--- src/rtl/wdt_prescaled.sv ---
module wdt_prescaled #(
  parameter int PRE_W = 3,
  parameter int BASE_SHIFT = 5,
  parameter logic [7:0] KEY_FIRST = 8'hA5,
  parameter logic [7:0] KEY_SECOND = 8'h5A
) (
  input  logic       clk,
  input  logic       rst_n,
  input  logic       wd_mode,
  input  logic       wd_lock,
  input  logic       tick_osc,
  input  logic       tick_pclk,
  input  logic       wr_en,
  input  logic [1:0] wr_addr,
  input  logic [7:0] wr_data,
  input  logic [1:0] rd_addr,
  output logic [7:0] rd_data,
  output logic       timeout_flag,
  output logic       reset_req
);
  localparam int PSC_W = BASE_SHIFT + (1 << PRE_W);
  localparam logic [1:0] A_CTL = 2'd0, A_LOAD = 2'd1, A_FEED = 2'd2;

  logic [PRE_W-1:0] pre_r, pre_act;
  logic             run_r, src_r, flag_r, armed;
  logic [7:0]       load_r, cnt;
  logic [PSC_W-1:0] psc;

  function automatic logic [PSC_W-1:0] period(input logic [PRE_W-1:0] p);
    return PSC_W'(1) << (BASE_SHIFT + int'(p));
  endfunction

  wire locked    = wd_mode & wd_lock;
  wire run_eff   = run_r | locked;
  wire src_eff   = src_r | locked;
  wire tick      = run_eff & (src_eff ? tick_osc : tick_pclk);
  wire wr_ctl    = wr_en && wr_addr == A_CTL;
  wire wr_load   = wr_en && wr_addr == A_LOAD;
  wire feed_done = wr_en && wr_addr == A_FEED && wr_data == KEY_SECOND && armed;
  wire underflow = tick && psc == '0 && cnt == '0 && !feed_done;

  always_ff @(posedge clk or negedge rst_n) begin
    if (!rst_n) begin
      pre_r     <= '1;
      pre_act   <= '1;
      run_r     <= 1'b1;
      src_r     <= 1'b1;
      flag_r    <= 1'b0;
      armed     <= 1'b0;
      load_r    <= 8'hFF;
      cnt       <= 8'hFF;
      psc       <= period('1);
      reset_req <= 1'b0;
    end else begin
      reset_req <= underflow & wd_mode;
      if (wr_en) armed <= (wr_addr == A_FEED && wr_data == KEY_FIRST);
      if (wr_ctl) begin
        pre_r <= wr_data[7:5];
        run_r <= wr_data[2];
        src_r <= wr_data[0];
      end
      if (wr_load) load_r <= wr_data;
      if (feed_done || underflow) begin
        pre_act <= pre_r;
        psc     <= period(pre_r);
        cnt     <= load_r;
      end else if (tick) begin
        if (psc != '0) psc <= psc - 1'b1;
        else begin
          cnt <= cnt - 1'b1;
          psc <= period(pre_act) - 1'b1;
        end
      end
      if (underflow) flag_r <= 1'b1;
      else if (feed_done && wd_mode) flag_r <= 1'b0;
      else if (wr_ctl && !wr_data[1]) flag_r <= 1'b0;
    end
  end

  assign timeout_flag = flag_r;

  always_comb begin
    case (rd_addr)
      A_CTL:   rd_data = {pre_r, 2'b00, run_eff, flag_r, src_eff};
      A_LOAD:  rd_data = load_r;
      default: rd_data = 8'h00;
    endcase
  end

  assert_req_only_wd_R4: assert property (@(posedge clk) disable iff (!rst_n)
    reset_req |-> $past(wd_mode));
  assert_req_one_cycle_R4: assert property (@(posedge clk) disable iff (!rst_n)
    reset_req |=> !reset_req);
  assert_req_with_flag_R4: assert property (@(posedge clk) disable iff (!rst_n)
    reset_req |-> timeout_flag);
  assert_feed_wins_R11: assert property (@(posedge clk) disable iff (!rst_n)
    (feed_done && wd_mode) |=> !timeout_flag && !reset_req);
  assert_flag_fall_needs_write_R6: assert property (@(posedge clk) disable iff (!rst_n)
    $fell(timeout_flag) |-> $past(wr_en));
  assert_flag_rise_needs_tick_R7: assert property (@(posedge clk) disable iff (!rst_n)
    $rose(timeout_flag) |-> $past(run_eff && (tick_osc || tick_pclk)));
  assert_lock_reads_R9: assert property (@(posedge clk) disable iff (!rst_n)
    (wd_mode && wd_lock && rd_addr == A_CTL) |-> (rd_data[2] && rd_data[0]));
endmodule

--- config.mk ---
export PLATFORM = sky130hd
export DESIGN_NAME = wdt_prescaled
export DESIGN_NICKNAME = d
export VERILOG_FILES = /design/src/rtl/wdt_prescaled.sv
export SDC_FILE = /design/constraint.sdc
export NUM_CORES = 1
export LEC_CHECK = 0
export BUFFER_PORTS_ARGS = -buffer_cell sky130_fd_sc_hd__buf_2
export CAP_MARGIN = 20
export CORE_ASPECT_RATIO = 0.9
export CORE_MARGIN = 3
export CORE_UTILIZATION = 45
export CTS_CLUSTER_DIAMETER = 120
export DETAILED_ROUTE_END_ITERATION = 8
export GPL_ROUTABILITY_DRIVEN = 0
export PLACE_DENSITY_LB_ADDON = 0.3
export RECOVER_POWER = 50
export SYNTH_ARGS = -nofsm -noshare
export SYNTH_HDL_FRONTEND = slang
export SYNTH_SLANG_ARGS = --single-unit
--- constraint.sdc ---
create_clock -name clk -period 4.4 [get_ports clk]
set_clock_uncertainty 0.05 [all_clocks]
set_input_delay 0.44 -clock clk [delete_from_list [all_inputs] [get_ports clk]]
set_output_delay 0.44 -clock clk [all_outputs]
set_load 0.02 [all_outputs]
# Yosys cells after proc, flatten, opt, wreduce, memory -nomap -nowiden
# Index checks and enable logic that the tools add are counted.
[op_classes] n_addsub=5 eq_ne=6 shift=2 mux=11 bitwise_logic=5 n_reduce_logical=22
[op_table] operator="13-bit two-way mux" count=3
[op_table] operator="1-bit by 4-bit << shifter with 13-bit output (first input constant)" count=2
[op_table] operator="13-bit by 1-bit subtractor with 13-bit output (second input constant)" count=2
[op_table] operator="8-bit two-way mux" count=3
[op_table] operator="8-bit one-hot mux with 2 select lines" count=1
[op_table] operator="13-bit zero test" count=1
[op_table] operator="13-bit nonzero test" count=1
[op_table] operator="1-bit logical AND" count=11
[op_table] operator="3-bit by 3-bit adder with 4-bit output (first input constant)" count=2
[op_table] operator="8-bit by 7-bit equality test with 1-bit output (second input constant)" count=1
[op_table] operator="8-bit equality test (second input constant)" count=1
[op_table] operator="8-bit zero test" count=1
[op_table] operator="8-bit by 1-bit subtractor with 8-bit output (second input constant)" count=1
[op_table] operator="2-bit by 1-bit equality test with 1-bit output (second input constant)" count=2
[op_table] operator="2-bit zero test" count=2
[op_table] operator="1-bit two-way mux" count=4
[op_table] operator="1-bit bitwise AND" count=3
[op_table] operator="3-bit nonzero test" count=1
[op_table] operator="2-bit equality test (second input constant)" count=1
[op_table] operator="1-bit zero test" count=2
[op_table] operator="2-bit != test (second input constant)" count=1
[op_table] operator="1-bit OR" count=2
[op_table] operator="2-bit AND reduction" count=1
[op_table] operator="2-bit nonzero test" count=1
[op_table] operator="1-bit logical OR" count=1
[word_totals] reg_bits=40 output_inout_bits=10

# Longest topological paths before layout
[logic_depth] word_depth=10 depth_mapped=10 ltp_nobuf=8

# Worst setup path after synthesis
# Ideal clock, no wire load.
[synth_timing] kind="flip-flop to flip-flop" startpoint="reg cnt[0]" endpoint="reg psc[7]" arrival_time_ns=2.305 required_ns=4.268 setup_slack_ns=1.963 path_stages_with_launch=10 period_less_slack_ns=2.437 path_cell_list="dfstp_2 > inv_1 > ha_1 > or4b_4 > nor4_4 > o211ai_2 > and2_1 > buf_6 > or4b_1 > a31oi_1"
[synth_between] elab_chain_cells=5
[synth_rtl] item="from (decl)" line_no="26" source="logic [7:0] load_r, cnt;"
[synth_rtl] item="from (signal assigned)" line_no="66" source="cnt <= load_r;"
[synth_rtl] item="from (signal assigned)" line_no="70" source="cnt <= cnt - 1'b1;"
[synth_rtl] item="8-bit zero test *" line_no="40" source="wire underflow = tick && psc == '0 && cnt == '0 && !feed_done;"
[synth_rtl] item="1-bit logical AND * (2 in series)" line_no="40"
[synth_rtl] item="1-bit logical OR *" line_no="63" source="if (feed_done || underflow) begin"
[synth_rtl] item="13-bit two-way mux or 2-bit nonzero test (tied branches)"
[synth_rtl] item="to (signal assigned)" line_no="65" source="psc <= period(pre_r);"
[synth_rtl] item="to (signal assigned)" line_no="68" source="if (psc != '0) psc <= psc - 1'b1;"
[synth_rtl] item="to (signal assigned)" line_no="71" source="psc <= period(pre_act) - 1'b1;"
[synth_rtl] item="to (decl)" line_no="27" source="logic [PSC_W-1:0] psc;"
# Every way passes the cells marked *; elsewhere a longest branch is shown, timed or not.
# A chain may end at the register's enable or synchronous reset.

# Worst setup path in the final report
[layout_timing] startpoint="reg psc[3]" endpoint="reg psc[6]"
[layout_between] elab_chain_cells=6
[layout_rtl] item="from (signal assigned)" line_no="52" source="psc <= period('1);"
[layout_rtl] item="from (signal assigned)" line_no="65"
[layout_rtl] item="from (signal assigned)" line_no="68"
[layout_rtl] item="parallel branches: the longest is 6 deep, another holds 13-bit by 1-bit subtractor with 13-bit output"
# Several ways; the timed one is not identified. The select of a mux whose other input is x is not followed.

==> reports/results.tsv <==
stage	metric	value	unit
run_status	status	finished, violations left	
run_status	violations	capacitance limit, slew limit	
routing	drcViolationCount	0	
logic_synthesis	post-synth-top-area-fraction	26.6	%
clock_network	path_clk_slew	0.08	ns
global_routing	antenna_found_initial	0	
place	place_area	2620	um2
worst_setup_path	critPathLaunchType	flop	
power_and_ir_drop	switchingPower	0.424	mW
timing	rsz0062_at_grt	no	
global_routing	overflow	0	
timing	setup_viol	0	
worst_setup_path	end_kind	flop	
logic_synthesis	ys_seq_area_share	41.9	%
logic_synthesis	synth_fp_nets	290	
timing	slew_headroom	-37.2	%
worst_setup_path	crit_type	flop to flop	
global_routing	grt_max_degree	41	
final_layout	diodes	0	
clock_network	htree_levels	2	
timing	timing.fmax	357	MHz
logic_synthesis	ys_top_cells_by_count	34 x nand2_1, 25 x dfstp_2, 25 x nor2_1, 17 x nand3_1, 15 x dfrtp_1	
power_and_ir_drop	p_int	0.735	mW
worst_setup_path	crit_chain	nor4_4, and4_1, o211ai_2, nand2_1, nand2_1, o311ai_0	
routing	drt_iter0_drc	303	
timing	fin_crit_sh	63.6	%
global_routing	grt_first_pass_wirelength	10000	um
power_and_ir_drop	switching_share	36.6	%
timing	hold_violations	0	
job	cap_violations	1	
global_routing	grt_use_total	18.8	%
logic_synthesis	synth_compound_area_share	15.5	%
final_layout	drive_gt1_share	26.2	%
routing	num_vias	2144	
logic_synthesis	post_synth_mux_area_share	8.37	%
final_layout	syn2layout_area_growth	9.54	%
clock_network	clk_latency	0.29	ns
worst_hold_path	hp-class	input port to flop	
worst_setup_path	critPathBufInv	0	
floorplanning	placeableCoreArea	5070	um2
clock_network	postCtsHoldBufs	0	
clock_network	cts_setup_buffers	0	
clock_network	cts_sinks	40	
worst_setup_path	worst-path-max-fanout	22	
routing	vias_per_cell	6.04	
final_layout	nFillCells	463	
logic_synthesis	synthArstFlopShare	100	%
routing	wl_per_cell	16.7	um
floorplanning	dieArea	6410	um2
power_and_ir_drop	comb_power_share	28.2	%
timing	fin_crit	2.80	ns
place	port_buffers	28	
clock_network	cts.repair.resized	0	
logic_synthesis	synth_edf_count	0	
floorplanning	fp.dieW	84.0	um
floorplanning	io_pins	29	
logic_synthesis	synthXorXnorAreaFrac	1.78	%
logic_synthesis	synthMostInstantiatedCell	nand2_1	
worst_setup_path	crit_slowest_cell	nand2_1	
routing	drt_wl_total	5920	um
timing	drv_slew	41	
worst_setup_path	cp_top_family	simple AND/OR/NAND/NOR gates	
power_and_ir_drop	vdd_drop_max	0.223	mV
logic_synthesis	synth_area	2470	um2
logic_synthesis	synth-simple-area-share	27.2	%
logic_synthesis	synthDistinctLibCells	51	
worst_setup_path	cp.required	4.53	ns
logic_synthesis	ys_top_cells_by_area	dfstp_2 27%, dfrtp_1 15%, mux2_2 5.9%, nand2_1 5.2%, nor2_1 3.8%	
logic_synthesis	ys.warnings.count	0	
clock_network	cts_inserted_buffers	5	
logic_synthesis	synth_top_family_by_area	simple AND/OR/NAND/NOR gates	
power_and_ir_drop	p_per_area	429	nW/um2
logic_synthesis	synth_flop_cell	dfstp_2	
logic_synthesis	syn_avg_cell_area	9.17	um2
worst_setup_path	critPathArrivalTime	2.93	ns
logic_synthesis	ys_ff_latch	40	
floorplanning	initial_utilization	48.6	%
clock_network	cts_tree	built	
clock_network	cts_buffer_depth	2	
logic_synthesis	yosys.area.top_type	dfstp_2	
worst_setup_path	cp_slowest_stage_delay	0.59	ns
logic_synthesis	synthAdderAreaFrac	1.01	%
routing	first_pass_iters	4	
floorplanning	die_h	76.2	um
place	hpwl	4340	um
power_and_ir_drop	clkPwrFrac	21.1	%
timing	setup_tns	0	ns
clock_network	cts_root_buf	clkbuf_8	
worst_setup_path	cp_common_cell	nand2_1	
timing	tightest_slew	2.06	ns
floorplanning	row_count	24	
global_routing	grt_pass1_vias	1965	
routing	ant_nets	0	
logic_synthesis	netlist_instances	269	
power_and_ir_drop	p_seq_share	50.7	%
final_layout	nets	310	
final_layout	design_area	2700	um2
power_and_ir_drop	power.leakage	1.17	nW
-- worst reg2reg max path, cell delays in order (launching register included) --
cell      delay, ns
dfrtp_1        0.45
nor4_4         0.45
and4_1         0.46
o211ai_2       0.18
nand2_1        0.59
nand2_1        0.20
o311ai_0       0.30
-- metal layers --
metal | vias to the layer above | GRT usage, % | wire [um]
met5 | - | 0 | 0
met4 | 0 | 3.86 | 54
met3 | 9 | 3.78 | 401
met2 | 83 | 28.2 | 2630
met1 | 1021 | 28.0 | 2830
li1 | 1031 | - | -
-- sequential cells by signal (all words and copies together) (netlist names) --
name	flops
armed	1
cnt	8
load_r	8
pre_act	3
pre_r	3
psc	13
reset_req	1
run_r	1
src_r	1
timeout_flag	1
-- layout make-up --
cell class                 count  area [um2]  share of cell area [%]
multi-input combinational    204        1330                    49.2
sequential                    40        1030                    38.2
timing repair buffer          28         136                    5.05
tap                           65        81.3                    3.01
clock buffer                   6        72.6                    2.69
inverter                      10        37.5                    1.39
clock inverter                 2        12.5                   0.463
-- final timing paths --
path | start | endpoint | slack (ns) | cells after the start
max | psc[3]$_DFFE_PN0P_ | psc[6]$_DFFE_PN0P_ | 1.60 | 6
min | wr_en | armed$_DFFE_PN0P_ | 0.34 | 2
max reg2reg | psc[3]$_DFFE_PN0P_ | psc[6]$_DFFE_PN0P_ | 1.60 | 6
min reg2reg | cnt[7]$_DFFE_PN1P_ | cnt[7]$_DFFE_PN1P_ | 0.47 | 2
max in group asynchronous | rst_n | psc[11]$_DFFE_PN0P_ | 2.45 | 1
min in group asynchronous | rst_n | psc[10]$_DFFE_PN0P_ | 0.68 | 1
-- power groups by stage --
stage	clock network [mW]	registers [mW]	logic, mW
floorplan	0	0.542	0.267
global placement	0	0.587	0.319
detailed placement	0	0.590	0.326
CTS	0.247	0.584	0.329
global route	0.268	0.601	0.370
finish	0.245	0.587	0.327
-- per-stage QoR --
step	total power [mW]	std cells	setup WS, ns	utilization [%]	hold slack (ns)
after CTS	1.16	355	1.60	53.3	0.234
after floorplan	0.810	269	1.96	-	0.0944
after detailed placement	0.916	347	1.64	51.6	0.457
after global placement	0.906	347	1.73	51.6	0.451
final	1.16	355	1.60	53.2	0.339
after global routing	1.24	355	1.42	53.2	0.366
-- cell families after synthesis --
group           Yosys count
buf+inv                  25
fa+ha+maj                 2
flops                    40
simple gates            123
xor+xnor                  5
compound gates           55
mux                      19
-- placed cells by master, fill, tap and decap left out, types with 3 or more instances in the layout --
| cell | count |
|---|---|
| and2_1 | 3 |
| buf_2 | 25 |
| nand3_1 | 17 |
| xor2_1 | 3 |
| or3_1 | 5 |
| a22oi_1 | 4 |
| clkbuf_1 | 4 |
| a31oi_1 | 5 |
| a21oi_1 | 10 |
| nor2_1 | 25 |
| a211oi_1 | 3 |
| inv_1 | 10 |
| nor4bb_1 | 4 |
| o21ai_0 | 11 |
| dfrtp_1 | 15 |
| nand4_1 | 3 |
| mux2_2 | 13 |
| o311ai_0 | 6 |
| clkbuf_8 | 5 |
| nor3_1 | 8 |
| mux2i_1 | 6 |
| nor3b_1 | 3 |
| nand2_1 | 34 |
| dfstp_2 | 25 |
| and3_1 | 4 |
Note: power is estimated with default switching activity, not from simulation.
